**src/rtl/mm_pkg.sv**
```systemverilog
package mm_pkg;

    // Field selection as seen on the mode pin
    typedef enum logic {
        FM_PRIME = 1'b0,
        FM_BIN   = 1'b1
    } fmode_e;

    // Sequencer phases
    typedef enum logic [1:0] {
        ST_IDLE = 2'd0,
        ST_RUN  = 2'd1,
        ST_CONV = 2'd2
    } mm_state_e;

    // Strobes handed from the sequencer to the datapath
    typedef struct packed {
        logic load;
        logic run;
        logic conv;
        logic busy;
    } mm_ctl_t;

    function automatic logic carries_on(fmode_e m);
        return m == FM_PRIME;
    endfunction

endpackage

```
**src/rtl/mm_csa_step.sv**
```systemverilog
module mm_csa_step #(
    parameter int W = 19
) (
    input  logic [W-1:0] s,
    input  logic [W-1:0] cv,
    input  logic [W-1:0] a,
    input  logic [W-1:0] m,
    input  logic         bi,
    input  logic         carry_en,
    input  logic         conv,
    output logic [W-1:0] s_n,
    output logic [W-1:0] cv_n
);
    logic [W-1:0] x, t, k, y, u, k2;
    logic         q;

    always_comb begin
        // first level: accumulator plus gated multiplicand
        x = bi ? a : '0;
        t = s ^ cv ^ x;
        k = carry_en ? (((s & cv) | (s & x) | (cv & x)) << 1) : '0;
        // quotient bit: low bit of the redundant sum (k[0] is always 0)
        q = t[0] & ~conv;
        y = q ? m : '0;
        // second level: add the modulus multiple
        u  = t ^ k ^ y;
        k2 = carry_en ? (((t & k) | (t & y) | (k & y)) << 1) : '0;
        if (conv) begin
            // half-adder reuse of the first level, no shift
            s_n  = t;
            cv_n = k;
        end else begin
            // low bit of u is zero, exact halving
            s_n  = u >> 1;
            cv_n = k2 >> 1;
        end
    end
endmodule

```
**src/rtl/mm_ctrl.sv**
```systemverilog
module mm_ctrl
    import mm_pkg::*;
#(
    parameter int N = 16
) (
    input  logic    clk,
    input  logic    rst,
    input  logic    start,
    input  fmode_e  mode_q,
    input  logic    cv_zero,
    output mm_ctl_t ctl,
    output logic    done
);
    localparam int ITERS = N + 2;
    localparam int CW    = $clog2(ITERS);
    localparam logic [CW-1:0] LAST = CW'(ITERS - 1);

    mm_state_e     st;
    logic [CW-1:0] cnt;

    always_comb begin
        ctl.load = (st == ST_IDLE) && start;
        ctl.run  = (st == ST_RUN);
        ctl.conv = (st == ST_CONV) && !cv_zero;
        ctl.busy = (st != ST_IDLE);
    end

    always_ff @(posedge clk) begin
        if (rst) begin
            st   <= ST_IDLE;
            cnt  <= '0;
            done <= 1'b0;
        end else begin
            done <= 1'b0;
            case (st)
                ST_IDLE: begin
                    if (start) begin
                        st  <= ST_RUN;
                        cnt <= '0;
                    end
                end
                ST_RUN: begin
                    cnt <= cnt + 1'b1;
                    if (cnt == LAST) begin
                        if (carries_on(mode_q)) begin
                            st <= ST_CONV;
                        end else begin
                            st   <= ST_IDLE;
                            done <= 1'b1;
                        end
                    end
                end
                ST_CONV: begin
                    if (cv_zero) begin
                        st   <= ST_IDLE;
                        done <= 1'b1;
                    end
                end
                default: st <= ST_IDLE;
            endcase
        end
    end
endmodule

```
**src/rtl/dfmont_mul.sv**
```systemverilog
module dfmont_mul
    import mm_pkg::*;
#(
    parameter int N = 16
) (
    input  logic         clk,
    input  logic         rst,
    input  logic         start,
    input  logic         mode,
    input  logic [N:0]   op_a,
    input  logic [N:0]   op_b,
    input  logic [N:0]   modulus,
    output logic         done,
    output logic [N:0]   result
);
    localparam int W  = N + 1;
    localparam int AW = N + 3;
    localparam int BW = N + 2;

    logic [AW-1:0] s_q, cv_q, a_q, m_q, s_n, cv_n;
    logic [BW-1:0] b_q;
    fmode_e        mode_q;
    mm_ctl_t       ctl;
    logic          cv_zero, busy;

    assign cv_zero = (cv_q == '0);
    assign busy    = ctl.busy;

    mm_ctrl #(.N(N)) u_ctrl (
        .clk     (clk),
        .rst     (rst),
        .start   (start),
        .mode_q  (mode_q),
        .cv_zero (cv_zero),
        .ctl     (ctl),
        .done    (done)
    );

    mm_csa_step #(.W(AW)) u_step (
        .s        (s_q),
        .cv       (cv_q),
        .a        (a_q),
        .m        (m_q),
        .bi       (ctl.run & b_q[0]),
        .carry_en (carries_on(mode_q)),
        .conv     (ctl.conv),
        .s_n      (s_n),
        .cv_n     (cv_n)
    );

    always_ff @(posedge clk) begin
        if (rst) begin
            s_q    <= '0;
            cv_q   <= '0;
            a_q    <= '0;
            m_q    <= '0;
            b_q    <= '0;
            mode_q <= FM_PRIME;
        end else if (ctl.load) begin
            s_q    <= '0;
            cv_q   <= '0;
            a_q    <= AW'(op_a);
            m_q    <= AW'(modulus);
            b_q    <= BW'(op_b);
            mode_q <= fmode_e'(mode);
        end else if (ctl.run) begin
            s_q  <= s_n;
            cv_q <= cv_n;
            b_q  <= b_q >> 1;
        end else if (ctl.conv) begin
            s_q  <= s_n;
            cv_q <= cv_n;
        end
    end

    assign result = s_q[W-1:0];
endmodule

```
**config.mk**
```make
export PLATFORM = sky130hd
export DESIGN_NAME = dfmont_mul
export DESIGN_NICKNAME = d
export VERILOG_FILES = /design/src/rtl/mm_pkg.sv /design/src/rtl/mm_csa_step.sv /design/src/rtl/mm_ctrl.sv /design/src/rtl/dfmont_mul.sv
export SDC_FILE = /design/constraint.sdc
export NUM_CORES = 1
export LEC_CHECK = 0
export ABC_AREA = 1
export BUFFER_PORTS_ARGS = -buffer_cell sky130_fd_sc_hd__buf_2
export CORE_MARGIN = 5
export CORE_UTILIZATION = 40
export DETAILED_ROUTE_END_ITERATION = 8
export GPL_TIMING_DRIVEN = 0
export PLACE_DENSITY = 0.66
export SLEW_MARGIN = 20
export SYNTH_ARGS = -nofsm -noshare
export SYNTH_HDL_FRONTEND = slang
export SYNTH_SLANG_ARGS = --single-unit
```
**constraint.sdc**
```tcl
create_clock -name clk -period 4.3 [get_ports clk]
set_clock_uncertainty 0.2 [all_clocks]
set_input_delay 0.43 -clock clk [delete_from_list [all_inputs] [get_ports clk]]
set_output_delay 0.43 -clock clk [all_outputs]
set_load 0.03 [all_outputs]
```
==> flow_summary_export.csv, run 1 <==
group,metric,value,unit
global_route,grt_pass1_wl,23900,um
clock_network,ctsHoldBuffers,0,
route,via_count,4880,
setup_path,end_kind,"flip-flop",
setup_path,r2r_slack,0.44,ns
setup_path,crit_path_end,"cv_q[15]",
route,drc,0,
power,p_total,2.28,mW
synthesis,synth_area,5470,sq um
floorplan,rows,42,
clock_network,cts_inserted_buffers,9,
route,wirelength,14700,um
route,avgRoutedWirePerCell,14.8,um
setup_path,crit_fanout,10,
setup_path,worstSetupPathType,"flip-flop to flip-flop",
min_path,hold_path_class,"primary input to flip-flop",
global_route,grt_pass1_vias,4661,
power,p_int,1.62,mW
finish,area_growth,16.7,%
timing,hold_viol,0,
setup_path,crit_path_start,"u_ctrl.st[1]",
timing,worst_slack,0.435,ns
power,leakage,2.79,nW
clock_network,htree_num_levels,3,
power,peakVddDrop,0.202,mV
timing,finalSetupTns,0,ns
place,gp_congestion,0.859,
finish,drive_gt1_share,15.2,%
route,ant_nets,0,
global_route,antenna_found_initial,0,
synthesis,ys_warn_count,0,
floorplan,initial_core_util,41.0,%
setup_path,r2r_end,"cv_q[15]",
timing,min_period,3.86,ns
place,dp_slack,0.233,ns
power,combPwrFrac,17.2,%
timing,slew_violations,0,
finish,fillers,1364,
synthesis,syn_nets,823,
timing,worst_pin_slew,0.884,ns
synthesis,ys_seq_area_share,35.9,%
synthesis,synthArstFlopShare,0,%
floorplan,die_area,16100,sq um
outcome,status,"complete, no violations",
clock_network,cts-resized-gates,0,
finish,antennaDiodeCount,0,
route,vias_per_cell,4.92,
synthesis,synth_edf_count,0,
setup_path,path_cells,"inv_1 -> ha_1 -> buf_2 -> buf_2 -> clkbuf_2 -> nand3_1 -> fa_1 -> inv_1 -> nand2_1 -> buf_2 -> nor2_1 -> fa_1 -> inv_1 -> nor2_1 -> nand2_1 -> nand2_1 -> nor2_1 -> nor2_1",
setup_path,cpMostUsedCell,"nor2_1",
synthesis,syn_avg_cell_area,7.51,sq um
route,initialDrtViolationCount,391,
place,dp.cells,976,
setup_path,r2r_start,"u_ctrl.st[1]",
finish,fin_nets,906,
synthesis,synth_seq_cells,98,
clock_network,cts.clk_slew.worst_paths,0.07,ns
floorplan,core-area,13300,sq um
setup_path,cpMaxStageDelayCell,"fa_1",
floorplan,die_h,127,um
global_route,grt_max_degree,17,
power,seq_power_share,43.9,%
clock_network,clkSinkCount,98,
setup_path,cpPeakStageDelay,0.51,ns
power,powerDensity,357,nW/um^2
clock_network,insertion_delay,0.34,ns
place,dp_hpwl,11200,um
timing,max-slew-margin-rel,41.1,%
clock_network,post-cts-setup-buffers,0,
power,p_clk_share,38.8,%
setup_path,critical_path_buf_inv_count,7,
power,p_switching,0.664,mW
floorplan,io_pins,73,
place,portBuffers,72,
global_route,grt-ovfl-total,0,
power,swShare,29.1,%
floorplan,dieWidth,127,um
setup_path,cp_top_family,"buffers and inverters",
clock_network,cts-root-buf,"clkbuf_16",
flow_run,maxCapViolCount,0,
timing,fmax,259,MHz
global_route,groute.usage.overall,18.7,%
finish,final_cells,992,
timing,finalSetupViolCount,0,
setup_path,critPathLaunchType,"flip-flop",
setup_path,crit_cells,18,
synthesis,ys.flop_type,"dfxtp_1",
timing,post-route-period-util,89.9,%
synthesis,synthCells,728,
setup_path,reg2reg_depth,18,
timing,grt_setup_unrepaired,"false",
setup_path,required,4.32,ns
route,firstDrtPassIters,5,
synthesis,yosysUniqueCellTypes,28,
setup_path,cp.arrival,3.88,ns
clock_network,cts_tree,"done",
clock_network,cts_buffer_depth,2,
[per-layer routing]
metal / share of wire [%] / global-route usage [%]
met5: 0 / 0
met4: 1.9 / 5.24
met3: 6.9 / 3.70
met2: 45 / 29.8
met1: 46 / 25.8
[cells in the final DEF, fill, tap and decap left out, types with 18 or more instances in the layout]
cell,instances
nand3_1,55
a21oi_1,77
nor2_1,98
fa_1,33
dfxtp_1,98
o21ai_0,56
buf_4,18
buf_2,81
inv_1,104
nand2_1,94
clkbuf_1,27
[per-stage QoR]
| stage | utilization [%] | cell area [sq um] | hold WS [ns] |
|---|---|---|---|
| 5_1_grt | 47.8 | 6380 | 0.157 |
| 3_3_place_gp | 45.3 | 6050 | 0.241 |
| 4_1_cts | 47.8 | 6380 | 0.145 |
| 2_1_floorplan | - | 5470 | 0.230 |
| 6_report | 47.8 | 6380 | 0.155 |
| 3_5_place_dp | 45.3 | 6050 | 0.244 |
[cells by family after synthesis]
logic type               after synthesis  share of synthesized area, %
XOR/XNOR                               1                         0.160
flip-flops                            98                          35.9
multiplexers                          16                          2.93
buffers and inverters                165                          13.4
AO/OA/AOI/OAI                        150                          14.3
adder cells (fa/ha/maj)               40                          13.7
AND/OR/NAND/NOR                      258                          19.7
[power groups by stage]
stage | combinational, mW | clock [mW] | sequential [mW]
6_report | 0.393 | 0.886 | 1.00
5_1_grt | 0.438 | 0.931 | 1.01
4_1_cts | 0.389 | 0.903 | 1.00
3_5_place_dp | 0.387 | 0 | 1.02
3_3_place_gp | 0.383 | 0 | 1.02
2_1_floorplan | 0.256 | 0 | 1.02
[synthesized netlist by cell type, drive strengths merged (15+ instances only)]
master | instances | area share (%)
inv | 104 | 7.1
nor2 | 99 | 6.8
dfxtp | 98 | 36
nand2 | 95 | 6.7
a21oi | 77 | 7.0
nand3 | 56 | 5.4
o21ai | 56 | 5.1
buf | 33 | 4.3
fa | 33 | 12
clkbuf | 28 | 1.9
mux2i | 16 | 2.9
a31oi | 15 | 1.7
[tightest hold or removal path: stages]
cell and delay, ns:
buf_2 0.09, nand2_1 0.05, a31oi_1 0.07
[flip-flops by register name, indices dropped and copies added, names as in the netlist]
| name | cells |
|---|---|
| cv_q | 19 |
| s_q | 19 |
| a_q | 17 |
| b_q | 17 |
| m_q | 17 |
| u_ctrl.cnt | 5 |
| u_ctrl.st | 2 |
| mode_q | 1 |
| u_ctrl.done | 1 |
[cell type report]
cell class                      instances  area [sq um]  share of cell area, %
Multi-Input combinational cell        465          2780                   43.5
Sequential cell                        98          1960                   30.7
Inverter                              104           390                   6.12
Timing Repair Buffer                   72           360                   5.65
Buffer                                 61           343                   5.37
Clock buffer                           10           239                   3.75
Tap cell                              176           220                   3.45
Clock inverter                          6          90.1                   1.41
[worst min-delay path by stage]
stage                  start  endpoint  slack [ns]  cells past startpoint
floorplan            a_q[10]   a_q[10]        0.23                      2
global placement     m_q[13]   m_q[13]        0.24                      2
detailed placement   a_q[12]   a_q[12]        0.24                      2
CTS                  op_b[8]    b_q[8]        0.15                      3
global route        op_b[12]   b_q[12]        0.16                      3
finish               op_b[8]    b_q[8]        0.16                      3
Note: power is estimated with default switching activity, not from simulation.
==> inputs of run 2 (changes only) <==
--- a/config.mk
+++ b/config.mk
@@ -7,11 +7,13 @@
 export LEC_CHECK = 0
 export ABC_AREA = 1
 export BUFFER_PORTS_ARGS = -buffer_cell sky130_fd_sc_hd__buf_2
+export CELL_PAD_IN_SITES_DETAIL_PLACEMENT = 0
+export CELL_PAD_IN_SITES_GLOBAL_PLACEMENT = 1
 export CORE_MARGIN = 5
 export CORE_UTILIZATION = 40
 export DETAILED_ROUTE_END_ITERATION = 8
 export GPL_TIMING_DRIVEN = 0
-export PLACE_DENSITY = 0.66
+export PLACE_DENSITY = 0.83
 export SLEW_MARGIN = 20
 export SYNTH_ARGS = -nofsm -noshare
 export SYNTH_HDL_FRONTEND = slang
==> flow_summary_export.csv, run 2 (synthesis results as in run 1) <==
group,metric,value,unit
finish,fillers,1386,
setup_path,required,4.32,ns
power,peakVddDrop,0.191,mV
timing,hold_viol,0,
finish,area_growth,16.0,%
min_path,hold_path_class,"primary input to flip-flop",
finish,multi_input_area,2780,sq um
route,firstDrtPassIters,5,
power,leakage,2.78,nW
place,gp_congestion,0.842,
floorplan,initial_core_util,41.0,%
global_route,grt_pass1_wl,25000,um
clock_network,insertion_delay,0.34,ns
finish,final_cells,992,
route,initialDrtViolationCount,356,
power,powerDensity,345,nW/um^2
route,drc,0,
timing,max-slew-margin-rel,40.4,%
power,p_int,1.53,mW
place,dp.cells,976,
timing,worst_pin_slew,0.894,ns
setup_path,r2r_slack,0.41,ns
timing,fmax,257,MHz
outcome,status,"complete, no violations",
clock_network,clkSinkCount,98,
timing,post-route-period-util,90.4,%
power,p_total,2.19,mW
setup_path,worstSetupPathType,"flip-flop to flip-flop",
clock_network,cts.clk_slew.worst_paths,0.07,ns
timing,grt_setup_unrepaired,"false",
clock_network,htree_num_levels,3,
timing,whs,0.151,ns
place,placedInstanceArea,6050,sq um
floorplan,dieWidth,127,um
clock_network,cts_tree,"done",
floorplan,die_h,127,um
place,dp_hpwl,11700,um
setup_path,crit_fanout,10,
timing,slew_violations,0,
finish,layout_common_cells,"inv_1 (104), nor2_1 (98), dfxtp_1 (98)",
power,p_switching,0.658,mW
route,via_count,5001,
finish,layout_commonest_cell,"inv_1",
floorplan,rows,42,
clock_network,cts-root-buf,"clkbuf_16",
power,p_clk_share,36.2,%
global_route,grt_pass1_vias,4942,
setup_path,cp.arrival,3.91,ns
finish,largestRegisters,"cv_q (19), s_q (19)",
finish,antennaDiodeCount,0,
global_route,grt_max_degree,16,
setup_path,end_kind,"flip-flop",
route,avgRoutedWirePerCell,15.3,um
finish,regArea,1960,sq um
power,combPwrFrac,18.0,%
finish,drive_gt1_share,15.1,%
finish,fin_nets,906,
route,wirelength,15200,um
route,vias_per_cell,5.04,
timing,min_period,3.89,ns
flow_run,maxCapViolCount,0,
global_route,groute.usage.overall,19.4,%
timing,finalSetupViolCount,0,
floorplan,core-area,13300,sq um
clock_network,cts_inserted_buffers,9,
route,ant_nets,0,
power,seq_power_share,45.8,%
place,portBuffers,72,
floorplan,die_area,16100,sq um
power,swShare,30.0,%
timing,finalSetupTns,0,ns
setup_path,critPathLaunchType,"flip-flop",
finish,finalInstanceArea,6340,sq um
global_route,grt-ovfl-total,0,
clock_network,post-cts-setup-buffers,0,
floorplan,io_pins,73,
global_route,antenna_found_initial,0,
clock_network,cts_buffer_depth,2,
[run 2: final timing paths]
kind,start,end,cells after the start
min,op_b[6],b_q[6],3
min reg2reg,m_q[0],m_q[0],2
max reg2reg,u_ctrl.st[1],cv_q[16],18
max,u_ctrl.st[1],cv_q[16],18
[run 2: critical path, stage by stage, from the launching register on]
cell,delay (ns)
dfxtp_1,0.32
inv_1,0.10
ha_1,0.15
buf_2,0.18
buf_2,0.32
clkbuf_2,0.30
nand3_1,0.17
fa_1,0.50
inv_1,0.07
nand2_1,0.25
buf_2,0.29
nor2_1,0.13
fa_1,0.43
inv_1,0.06
nor2_1,0.04
nand2_1,0.07
nand2_1,0.04
nor2_1,0.10
nor2_1,0.04
[run 2: layout make-up]
class	count	share of cell area, %
multi-input cells	465	43.8
flip-flops and latches	98	30.9
inverters	104	6.15
repair buffers	72	5.68
plain buffers	61	5.40
clock buffers	13	4.26
well taps	176	3.47
clock inverters	3	0.355
[run 2: repair_timing]
action,CTS,global route
endpoints found under the hold margin,0,0
hold buffers,0,0
endpoints found under the setup margin,0,7
gates resized for setup,0,2
[run 2: per-stage QoR]
| step | setup WS, ns | util, % |
|---|---|---|
| 3_5_place_dp | 0.181 | 45.3 |
| 5_1_grt | 0.147 | 47.5 |
| 4_1_cts | 0.163 | 47.5 |
| 6_report | 0.411 | 47.5 |
| 3_3_place_gp | 0.239 | 45.3 |
| 2_1_floorplan | 1.06 | - |
[run 2: per-layer routing]
metal / track usage, % / share of wire (%) / vias to the layer above
met5: 0 / 0 / -
met4: 4.79 / 0.88 / 0
met3: 3.36 / 5.8 / 10
met2: 33.1 / 48 / 155
met1: 25.7 / 45 / 2375
li1: - / - / 2461
[run 2: power by group through the flow]
stage | Sequential, mW | Clock (mW) | Combinational, mW
2_1_floorplan | 1.02 | 0 | 0.256
3_3_place_gp | 1.02 | 0 | 0.380
3_5_place_dp | 1.02 | 0 | 0.389
4_1_cts | 1.00 | 0.807 | 0.391
5_1_grt | 1.01 | 0.839 | 0.442
6_report | 1.00 | 0.794 | 0.395
==> inputs of run 3 (changes only) <==
--- a/config.mk
+++ b/config.mk
@@ -13,8 +13,10 @@
 export CORE_UTILIZATION = 40
 export DETAILED_ROUTE_END_ITERATION = 8
 export GPL_TIMING_DRIVEN = 0
-export PLACE_DENSITY = 0.83
+export PLACE_DENSITY = 0.84
+export REMOVE_ABC_BUFFERS = 1
 export SLEW_MARGIN = 20
 export SYNTH_ARGS = -nofsm -noshare
 export SYNTH_HDL_FRONTEND = slang
+export SYNTH_HIERARCHICAL = 1
 export SYNTH_SLANG_ARGS = --single-unit
==> flow_summary_export.csv, run 3 <==
group,metric,value,unit
synthesis,synth_edf_count,0,
min_path,hold_depth,3,
floorplan,rows,43,
clock_network,cts_buffer_depth,2,
route,wirelength,13000,um
min_path,worstHoldStart,"modulus[3]",
floorplan,core-area,14000,sq um
synthesis,synthCells,820,
synthesis,syn_avg_cell_area,7.02,sq um
route,avgRoutedWirePerCell,12.6,um
clock_network,cts_inserted_buffers,9,
flow_run,maxCapViolCount,0,
global_route,grt_max_degree,55,
setup_path,required,4.35,ns
timing,slew_violations,0,
setup_path,end_kind,"flip-flop",
synthesis,yosys.area.top_type_share,34.1,%
clock_network,cts.clk_slew.worst_paths,0.07,ns
setup_path,critPathLaunchType,"flip-flop",
timing,post-route-period-util,89.3,%
setup_path,crit_fanout,24,
global_route,grt_pass1_wl,22500,um
place,dp_hpwl,8450,um
timing,worst_slack,0.460,ns
timing,max-slew-margin-rel,28.3,%
setup_path,reg2reg_depth,14,
timing,fmax,260,MHz
clock_network,htree_num_levels,3,
clock_network,cts_tree,"done",
finish,drive_gt1_share,12.1,%
floorplan,die_area,16900,sq um
finish,antennaDiodeCount,0,
floorplan,io_pins,73,
synthesis,synth_seq_cells,98,
global_route,antenna_found_initial,0,
route,initialDrtViolationCount,244,
setup_path,crit_path_start,"u_ctrl/st[1]",
synthesis,synthMostInstantiatedCell,"nand2_1",
power,peakVddDrop,0.294,mV
timing,worst_pin_slew,1.07,ns
place,placedInstanceArea,5970,sq um
setup_path,worstSetupPathType,"flip-flop to flip-flop",
synthesis,synthArstFlopShare,0,%
global_route,grt-ovfl-total,0,
route,drc,0,
finish,largestRegisters,"cv_q (19), s_q (19)",
timing,min_period,3.84,ns
route,firstDrtPassIters,5,
synthesis,ys_warn_count,6,
global_route,groute.usage.overall,16.6,%
synthesis,ys.flop_type,"dfxtp_1",
synthesis,yosysTopAreaCell,"dfxtp_1",
timing,hold_viol,0,
route,via_count,4839,
synthesis,yosysUniqueCellTypes,23,
synthesis,ys_seq_area_share,34.1,%
clock_network,clkSinkCount,98,
place,dp_slack,-0.0484,ns
floorplan,die_h,130,um
route,ant_nets,0,
place,gp_congestion,0.757,
outcome,status,"complete, no violations",
synthesis,yosys-top-cells-count,"nand2_1 (182), nor2_1 (177), dfxtp_1 (98)",
min_path,hold_path_class,"primary input to flip-flop",
power,leakage,3.17,nW
power,powerDensity,726,nW/um^2
floorplan,initial_core_util,41.1,%
synthesis,synth_area,5750,sq um
setup_path,r2r_start,"u_ctrl/st[1]",
route,vias_per_cell,4.68,
finish,fin_nets,944,
finish,layout_common_cells,"nand2_1 (182), nor2_1 (177), dfxtp_1 (98)",
finish,finalInstanceArea,6300,sq um
clock_network,insertion_delay,0.36,ns
finish,fillers,1507,
finish,layout_commonest_cell,"nand2_1",
setup_path,cp.arrival,3.89,ns
floorplan,dieWidth,130,um
timing,finalSetupViolCount,0,
clock_network,cts-root-buf,"clkbuf_16",
global_route,grt_pass1_vias,4888,
place,portBuffers,72,
timing,grt_setup_unrepaired,"false",
finish,area_growth,9.55,%
synthesis,synth.area.top_cells,"dfxtp_1 (34%), fa_1 (12%), nand2_1 (12%)",
==> run 3: changes by cell type in the layout (fill, tap and decap cells not counted), moves of 24 or more <==
cell | before | now
a21oi_1 | 77 | 29
clkbuf_1 | 28 | 1
nor2_1 | 98 | 177
nand2_1 | 94 | 182
nand3_1 | 55 | 31
o21ai_0 | 56 | 91
==> run 3: cells by family (layout without fill, tap and decap cells) <==
logic type | after synthesis | count (layout) | synth area share [%]
DFF | 98 | 98 | 34.1
other | 1 | 5 | 0.0652
AOI/OAI and AO/OA | 132 | 132 | 11.5
adders and majority gates | 41 | 41 | 13.5
buffers and inverters | 149 | 178 | 12.8
and+or+nand+nor | 399 | 399 | 28.0
==> run 3: layout make-up <==
type	count	area, sq um	area share (%)
multi-input cells	577	3080	48.9
flip-flops and latches	98	1960	31.1
repair buffers	73	380	6.03
inverters	89	338	5.36
clock buffers	13	270	4.29
well taps	180	225	3.57
clock inverters	3	46.3	0.734
==> run 3: critical path, cell delays in order (launching register included) <==
cell and delay (ns):
dfxtp_1 0.33, inv_1 0.14, ha_4 0.38, nand2_1 0.15, clkinvlp_4 0.35, nand2_1 0.12
fa_1 0.63, nor2_8 0.06, inv_2 0.35, nor2_1 0.12, fa_1 0.52, nand2_1 0.08
nand2_1 0.06, o21ai_0 0.17, nor2_1 0.06
==> run 3: path summary, 6_finish.rpt <==
| check | to | slack [ns] |
|---|---|---|
| min | m_q[3] | 0.09 |
| max reg2reg | s_q[14] | 0.46 |
| max | s_q[14] | 0.46 |
| min reg2reg | b_q[8] | 0.26 |
==> run 3: stage by stage <==
| stage | utilization (%) | hold WS [ns] | TNS (ns) | instances | total power, mW |
|---|---|---|---|---|---|
| 2_1_floorplan | - | 0.235 | 0 | 764 | 3.11 |
| 5_1_grt | 45.1 | 0.0879 | 0 | 1033 | 5.08 |
| 6_report | 45.1 | 0.0920 | 0 | 1033 | 4.58 |
| 3_5_place_dp | 42.7 | 0.257 | -0.0800 | 1017 | 3.77 |
| 4_1_cts | 45.0 | 0.0819 | 0 | 1033 | 4.65 |
| 3_3_place_gp | 42.5 | 0.253 | -11.54 | 1016 | 3.74 |
==> run 3: timing repair <==
item	CTS	global route
endpoints found under the hold margin	0	0
pin swaps	0	0
hold buffers	0	0
endpoints found under the setup margin	24	32
setup buffers	0	0
gates resized for setup	1	1
cloned	0	0
==> run 3: power breakdown <==
part	total, mW	internal [mW]	switching, mW
registers	1.41	1.20	0.215
logic	2.31	0.734	1.58
clock network	0.855	0.500	0.355
==> run 3: routing by layer <==
layer	wire, um	track usage (%)	up-vias
met2	6010	28.7	69
li1	-	-	2561
met5	0	0	-
met3	594	4.01	12
met1	6220	20.5	2197
met4	179	5.32	0
